### config.mk
export PLATFORM = sky130hd
export DESIGN_NAME = ext_zero_cmp
export DESIGN_NICKNAME = d
export VERILOG_FILES = /design/src/rtl/ezc_pkg.sv /design/src/rtl/ezc_classify.sv /design/src/rtl/ezc_sticky.sv /design/src/rtl/ext_zero_cmp.sv
export SDC_FILE = /design/constraint.sdc
export NUM_CORES = 1
export LEC_CHECK = 0
export BUFFER_PORTS_ARGS = -buffer_cell sky130_fd_sc_hd__buf_4
export CORE_MARGIN = 2
export CORE_UTILIZATION = 26
export CTS_CLUSTER_SIZE = 12
export DETAILED_ROUTE_END_ITERATION = 10
export PLACE_DENSITY = 0.8
export SYNTH_ARGS = -nofsm -noshare
export SYNTH_HDL_FRONTEND = slang
export SYNTH_SLANG_ARGS = --single-unit
### constraint.sdc
create_clock -name clk_i -period 0.95 [get_ports clk_i]
set_input_delay 0 -clock clk_i [delete_from_list [all_inputs] [get_ports clk_i]]
set_output_delay 0 -clock clk_i [all_outputs]
set_load 0.05 [all_outputs]
### src/rtl/ezc_pkg.sv
package ezc_pkg;
  parameter int EXP_W = 15;
  parameter int SIG_W = 64;
  localparam int OP_W = 1 + EXP_W + SIG_W;
  localparam int FLAG_N = 3;

  typedef struct packed {
    logic c3;
    logic c2;
    logic c0;
  } cc_t;

  // flag vector order: {invalid, stack_fault, denormal}
  typedef struct packed {
    cc_t               cc;
    logic [FLAG_N-1:0] flags;
  } cmp_res_t;
endpackage

### src/rtl/ezc_classify.sv
module ezc_classify
  import ezc_pkg::*;
#(
  parameter int EW = EXP_W,
  parameter int SW = SIG_W
) (
  input  logic [EW+SW:0] operand_i,
  input  logic           empty_i,
  output cmp_res_t       res_o
);
  localparam logic [EW-1:0] EXP_MAX = {EW{1'b1}};

  logic          sgn;
  logic [EW-1:0] exp_f;
  logic          int_bit;
  logic [SW-2:0] frac;
  logic          exp_zero, exp_ones, sig_zero, frac_zero;

  assign sgn       = operand_i[EW+SW];
  assign exp_f     = operand_i[EW+SW-1:SW];
  assign int_bit   = operand_i[SW-1];
  assign frac      = operand_i[SW-2:0];
  assign exp_zero  = (exp_f == '0);
  assign exp_ones  = (exp_f == EXP_MAX);
  assign frac_zero = (frac == '0);
  assign sig_zero  = frac_zero && !int_bit;

  always_comb begin
    res_o = '0;
    if (empty_i) begin
      res_o.cc    = '{c3: 1'b1, c2: 1'b1, c0: 1'b1};
      res_o.flags = 3'b110;
    end else if (exp_zero) begin
      if (sig_zero) begin
        res_o.cc.c3 = 1'b1;
      end else begin
        res_o.cc.c0 = sgn;
        res_o.flags = 3'b001;
      end
    end else if (!int_bit || (exp_ones && !frac_zero)) begin
      // unnormal, pseudo-inf/NaN, or real NaN
      res_o.cc    = '{c3: 1'b1, c2: 1'b1, c0: 1'b1};
      res_o.flags = 3'b100;
    end else begin
      res_o.cc.c0 = sgn;
    end
  end
endmodule

### src/rtl/ezc_sticky.sv
module ezc_sticky #(
  parameter int N = 3
) (
  input  logic         clk_i,
  input  logic         rst_ni,
  input  logic         set_en_i,
  input  logic [N-1:0] set_i,
  input  logic         clr_i,
  output logic [N-1:0] q_o
);
  for (genvar g = 0; g < N; g++) begin : g_bit
    always_ff @(posedge clk_i or negedge rst_ni) begin
      if (!rst_ni) q_o[g] <= 1'b0;
      else         q_o[g] <= (q_o[g] && !clr_i) || (set_en_i && set_i[g]);
    end
  end
endmodule

### src/rtl/ext_zero_cmp.sv
module ext_zero_cmp
  import ezc_pkg::*;
#(
  parameter int EW = EXP_W,
  parameter int SW = SIG_W
) (
  input  logic         clk_i,
  input  logic         rst_ni,
  input  logic         start_i,
  input  logic [EW+SW:0] operand_i,
  input  logic         slot_empty_i,
  input  logic         clr_flags_i,
  output logic         c0_o,
  output logic         c1_o,
  output logic         c2_o,
  output logic         c3_o,
  output logic         invalid_o,
  output logic         stack_fault_o,
  output logic         denormal_o,
  output logic         done_o
);
  cmp_res_t          res;
  cc_t               cc_q;
  logic [FLAG_N-1:0] flags_q;

  ezc_classify #(.EW(EW), .SW(SW)) u_classify (
    .operand_i (operand_i),
    .empty_i   (slot_empty_i),
    .res_o     (res)
  );

  ezc_sticky #(.N(FLAG_N)) u_sticky (
    .clk_i    (clk_i),
    .rst_ni   (rst_ni),
    .set_en_i (start_i),
    .set_i    (res.flags),
    .clr_i    (clr_flags_i),
    .q_o      (flags_q)
  );

  always_ff @(posedge clk_i or negedge rst_ni) begin
    if (!rst_ni) begin
      cc_q   <= '0;
      done_o <= 1'b0;
    end else begin
      done_o <= start_i;
      if (start_i) cc_q <= res.cc;
    end
  end

  assign c0_o          = cc_q.c0;
  assign c2_o          = cc_q.c2;
  assign c3_o          = cc_q.c3;
  assign c1_o          = 1'b0;
  assign invalid_o     = flags_q[2];
  assign stack_fault_o = flags_q[1];
  assign denormal_o    = flags_q[0];
endmodule

==> results of run 1 <==
==> worst max-delay path: stages <==
cell and delay (ps):
buf_4 110, nor4_1 290, nand4_1 210, nor4_4 350
o22ai_2 140, a211o_1 240
==> cells in the mapped netlist <==
cell and number:
o21ba_2 1, inv_1 3, buf_4 1, and4_1 1
nand4_1 8, nor4_1 17, nor3b_1 1, a22o_1 1
or4_1 1, a211o_1 1, buf_2 1, o21bai_1 1
a21o_1 2, conb_1 1, nor2b_1 2, o22ai_2 1
nor3_1 2, o32ai_1 1, nor4_2 1, nand2_1 1
dfrtp_1 7, nor4_4 1, mux2i_1 1
==> timing repair <==
item / in CTS / in global routing
pin swaps: 5 / 5
endpoints found under the hold margin: 8 / 1
endpoints found under the setup margin: 5 / 5
resized for setup: 16 / 3
hold buffers: 3 / 1
==> final cells by class <==
class                      instances  area (um2)  area share (%)
timing repair buffer              96         753            51.3
clock buffer                       4        26.3            1.79
inverter                           3        11.3           0.767
multi-input combinational         45         469            31.9
tap                               27        33.8            2.30
sequential                         7         175            11.9
==> per-stage QoR <==
stage,power (uW),hold WS (ps),cells
after floorplan,482,-296,57
after global placement,818,-185,174
after detailed placement,827,-180,174
after CTS,1130,0.634,181
after global routing,1200,28.8,182
final,1150,29.3,182
==> report_power, final <==
group          total (uW)  internal [uW]  switching (uW)
registers             330            320            9.94
logic                 552            314             238
clock network         264            160             104
==> routing by layer <==
metal	share of wire (%)	wire length, um	vias up	track usage [%]
li1	-	-	436	-
met4	0.62	19	0	5.24
met2	56	1730	57	52.5
met5	0	0	-	0
met1	36	1090	438	28.9
met3	7.7	236	2	6.75
==> worst paths after layout <==
kind,end,cells past startpoint
setup / recovery,c3_o$_DFFE_PN0P_,6
hold / removal,done_o$_DFF_PN0_,2
setup reg to reg,c3_o$_DFFE_PN0P_,2
hold reg to reg,u_sticky.q_o[2]$_DFF_PN0_,1
max in group asynchronous,u_sticky.q_o[1]$_DFF_PN0_,2
min in group asynchronous,u_sticky.q_o[2]$_DFF_PN0_,2
==> logic make-up (layout without fill, tap and decap cells) <==
| family | count (synthesis) | in the layout | synth area share (%) |
|---|---|---|---|
| simple gates | 35 | 35 | 45.8 |
| compound gates | 8 | 8 | 13.6 |
| flops | 7 | 7 | 33.4 |
| buf+inv | 5 | 103 | 4.53 |
| other cells | 1 | 1 | 0.715 |
| mux | 1 | 1 | 1.91 |
==> flip-flops by register name, summed over array words and instances (netlist names) <==
| signal | flops |
|---|---|
| c2_o | 1 |
| c0_o | 1 |
| c3_o | 1 |
| done_o | 1 |
| u_sticky.q_o | 3 |
==> metrics, run 1 <==
outcome finished with violations; violated checks negative setup slack; Finished Core Util 76.4%; gpl congestion 0.961; # DRC 0; routed vias 933; R2R Setup Slk 80 ps; Nets 241; CP Capture Type flip-flop; first-pass GRT wire length 4.98 mm; Starting DRT DRC Count 11; clk root buf clkbuf_4; r2r startpoint c3_o$_DFFE_PN0P_; most area-consuming cells after synthesis dfrtp_1 33%, nor4_1 20%, nand4_1 9.5%, nor4_4 4.1%, a21o_1 2.9%; filler instances 151; Avg Synthesized Cell Area 9.20 um2; vias in the first global route 1019; postcts setup bufs 0; Setup Skew 0 ps; Worst Path Arrival 1350 ps; final-report setup violation count 5; Final Hold Violating Endpoints 0; gr usage total 26.9%; hold_sp start_i; final setup TNS -1030 ps; die width 48.9 um; Post-Route WL 3.08 mm; maximum operating frequency 0.819 GHz; leading cell type in the layout, fill and taps excluded buf_4; Final period util 129%; RSZ-0062 raised after global routing true; dpl hpwl 2.31 mm; Ys Warns 0; Yosys top cell by area dfrtp_1; Max-cap violations 0; DR vias/cell 5.13; Initial Util 27.3%; syn_nets 142; min Tclk post-route 1220 ps; share of layout cells above drive strength 1 72.3%; Max VDD drop 0.000778 V; leakage power 0.000677 uW; largest net degree at the start of global routing 8; register area share after synthesis 33.4%; initial antenna violation count 0; clock sinks 7; Port Buffers 91; Layout area overhead 180%; mapped cell area 524 um2; first-pass detailed-route iteration total 4; Post-DP Area 1290 um2; share of the synthesized area in the top cell type 33.4%; Hold Path Class in2reg; crit path kind in2reg; Antenna Nets Post-Route 0; crit path launch type input port; flops & latches, synth 7; num rows 16; PD cells 780 nW/um2; critical path fanouts, max 4; routed len/inst 16.9 um; worst setup path start operand_i[5]; Final Max Tran Viols 0; clock slew at reported path FFs 50 ps; number of diodes 0; Bufs on Longest Clock Path 2; Cells after Synth 57; Die Y 48.9 um; core area 1920 um2; worst skew pair latency 250 ps; H-tree levels 1; CTS buffer count 3; required time of the worst setup path 1080 ps; most frequent cells in the layout 86 x buf_4, 8 x nor4_4, 8 x nand4_1; synth unique cells 23; setup ws final -271 ps; Top-Level Pins 93; grt ovf 0; TritonCTS clock tree done; die area 2390 um2; Final Cell Area 1470 um2; dpl ws -542 ps
No activity file was read; power rests on OpenSTA's default activity.
==> inputs of run 2 (changes only) <==
--- a/config.mk
+++ b/config.mk
@@ -7,10 +7,10 @@
 export LEC_CHECK = 0
 export BUFFER_PORTS_ARGS = -buffer_cell sky130_fd_sc_hd__buf_4
 export CORE_MARGIN = 2
-export CORE_UTILIZATION = 26
+export CORE_UTILIZATION = 23
 export CTS_CLUSTER_SIZE = 12
 export DETAILED_ROUTE_END_ITERATION = 10
-export PLACE_DENSITY = 0.8
+export PLACE_DENSITY = 0.75
 export SYNTH_ARGS = -nofsm -noshare
 export SYNTH_HDL_FRONTEND = slang
 export SYNTH_SLANG_ARGS = --single-unit
==> constraint.sdc (replaced) <==
create_clock -name clk_i -period 1 [get_ports clk_i]
set_input_delay 0 -clock clk_i [delete_from_list [all_inputs] [get_ports clk_i]]
set_output_delay 0 -clock clk_i [all_outputs]
set_load 0.05 [all_outputs]
==> run 2 against run 1 <==
  * The flow still finishes with violations (negative setup slack)
  * Die area up 12%
  * Register-to-register slack better by 60 ps
  * Sequential share of layout area down 0.081 points
  * Clock skew unchanged
  * Utilization down 8.9 points
  * Total power down 3.1%
  * Worst setup slack better by 150 ps
  * Critical path depth unchanged
  * Final cell count unchanged
  * Sequential power down 5%
  * Non-clock buffer count down 1
  * Wire length down 5.8%
==> metrics, run 2 (same netlist as run 1, synthesis figures left out) <==
WL met1 994 um (was 1.09 mm); num rows 17 (was 16); Worst Hold Path EP done_o$_DFF_PN0_ (unchanged); Max VDD drop 0.000738 V (was 0.000778 V); Nets 240 (was 241); Comb pwr share 47.4% (was 48.2%); crit path launch type input port (unchanged); vias in the first global route 1017 (was 1019); Hold Path Class in2reg (unchanged); met3 routed WL 268 um (was 236 um); # DRC 0 (unchanged); grt ovf 0 (unchanged); Int Pwr 754 uW (was 794 uW); Final Max Tran Viols 0 (unchanged); Top-Level Pins 93 (unchanged); Final Cell Area 1480 um2 (was 1470 um2); R2R Setup Slk 140 ps (was 80 ps); routed vias 922 (was 933); Port Buffers 91 (unchanged); RSZ-0062 raised after global routing true (unchanged); hold_sp start_i (unchanged); switching pwr 356 uW (was 352 uW); Final period util 112%; Power Total 1110 uW (was 1150 uW); largest net degree at the start of global routing 8 (unchanged); Sw Share 32.1% (was 30.7%); CTS buffer count 3 (unchanged); max layer used met4 (unchanged); postcts setup bufs 0 (unchanged); max FFs per register 3 (unchanged); first-pass detailed-route iteration total 4 (unchanged); critical path fanouts, max 4 (unchanged); gr usage total 22.4% (was 26.9%); Clock power frac 24.3% (was 23.0%); TritonCTS clock tree done (unchanged); final-report setup violation count 5 (unchanged); clock slew at reported path FFs 60 ps (was 50 ps); Setup Skew 0 ps (unchanged); min Tclk post-route 1120 ps; sequential share of power 28.4% (was 28.8%); Layout area overhead 182% (was 180%); Final Hold Violating Endpoints 0 (unchanged); Finished Core Util 67.5% (was 76.4%); path depth of the worst reg2reg path 2 (unchanged); setup ws final -124 ps (was -271 ps); CP Capture Type flip-flop (unchanged); Bufs on Longest Clock Path 2 (unchanged); Post-DP Area 1290 um2 (about the same); Worst Path Arrival 1260 ps (was 1350 ps); crit path kind in2reg (unchanged); violated checks negative setup slack (unchanged); dpl hpwl 2.30 mm (was 2.31 mm); number of diodes 0 (unchanged); clk root buf clkbuf_4 (unchanged); Die Y 51.7 um (was 48.9 um); Starting DRT DRC Count 8 (was 11); Max-cap violations 0 (unchanged); routed len/inst 15.9 um (was 16.9 um); gpl congestion 0.718 (was 0.961); maximum operating frequency 0.889 GHz; first-pass GRT wire length 4.49 mm (was 4.98 mm); die area 2680 um2 (was 2390 um2); reg-to-reg endpoint c3_o$_DFFE_PN0P_ (unchanged); leakage power 0.000674 uW (was 0.000677 uW); required time of the worst setup path 1140 ps (was 1080 ps); Antenna Nets Post-Route 0 (unchanged); hold-critical path depth 2 (unchanged); outcome finished with violations (unchanged); leading cell type in the layout, fill and taps excluded buf_4 (unchanged); routed wl met2 1.60 mm (was 1.73 mm); initial antenna violation count 0 (unchanged); DR vias/cell 5.07 (was 5.13); Most flops, register u_sticky.q_o (unchanged); die width 51.7 um (was 48.9 um); r2r startpoint c3_o$_DFFE_PN0P_ (unchanged); PD cells 751 nW/um2 (was 780 nW/um2); clock sinks 7 (unchanged); H-tree levels 1 (unchanged); Initial Util 23.9% (was 27.3%); most frequent cells in the layout 86 x buf_4, 8 x nor4_4, 8 x nand4_1 (unchanged); Post-Route WL 2.90 mm (was 3.08 mm); core area 2190 um2 (was 1920 um2); final setup TNS -372 ps (was -1030 ps); worst skew pair latency 250 ps (about the same); share of layout cells above drive strength 1 74.7% (was 72.3%)
==> run 2: cell count changes in the layout (fill, tap and decap cells not counted), sizes merged <==
cell	change
dlygate4sd3	-1
==> run 2: routing by layer <==
metal	global-route usage, %	vias up
li1	-	436
met1	22.5	431
met2	44.0	51
met3	5.17	4
met4	8.33	0
met5	0	-
==> run 2: stage by stage <==
| step | hold WS (ps) | instances | setup WS, ps |
|---|---|---|---|
| 2_1_floorplan | -296 | 57 | -186 |
| 3_3_place_gp | -187 | 175 | -445 |
| 3_5_place_dp | -187 | 175 | -441 |
| 4_1_cts | 20.0 | 182 | -139 |
| 5_1_grt | 27.0 | 182 | -190 |
| 6_report | 30.8 | 182 | -124 |
==> run 2: how the worst max path moves through the flow <==
stage	slack, ps	endpoint	from	cells after the start
after floorplan	-190	c3_o$_DFFE_PN0P_	operand_i[13]	5
after detailed placement	-440	c3_o$_DFFE_PN0P_	operand_i[16]	6
after CTS	-140	c3_o$_DFFE_PN0P_	operand_i[20]	6
after global routing	-190	c3_o$_DFFE_PN0P_	operand_i[25]	6
after global placement	-450	c3_o$_DFFE_PN0P_	operand_i[1]	6
final	-120	c3_o$_DFFE_PN0P_	operand_i[25]	6
==> run 2: final cells by class <==
class	count	area [um2]
sequential	7	175
timing repair buffer	95	743
inverter	3	11.3
clock buffer	4	26.3
multi-input combinational	45	488
tap	28	35.0
fill	171	712
==> run 2: critical path, cell delays in order <==
cell	delay, ps
buf_6	90
nor4_4	260
nand4_1	190
nor4_4	360
o22ai_2	130
a211o_1	230
==> run 2: what timing repair did <==
action | 4_1_cts | 5_1_grt
gates cloned | 0 | 0
hold endpoints to repair | 9 | 0
hold buffers | 3 | 0
resized for setup | 19 | 3
setup endpoints to repair | 5 | 5
pin swaps | 5 | 2
==> run 2: power groups by stage <==
stage | Sequential, uW | Clock, uW | Combinational, uW
floorplan | 390 | 0 | 68.4
global placement | 319 | 0 | 460
detailed placement | 320 | 0 | 468
CTS | 315 | 276 | 516
global route | 316 | 290 | 555
finish | 315 | 270 | 526
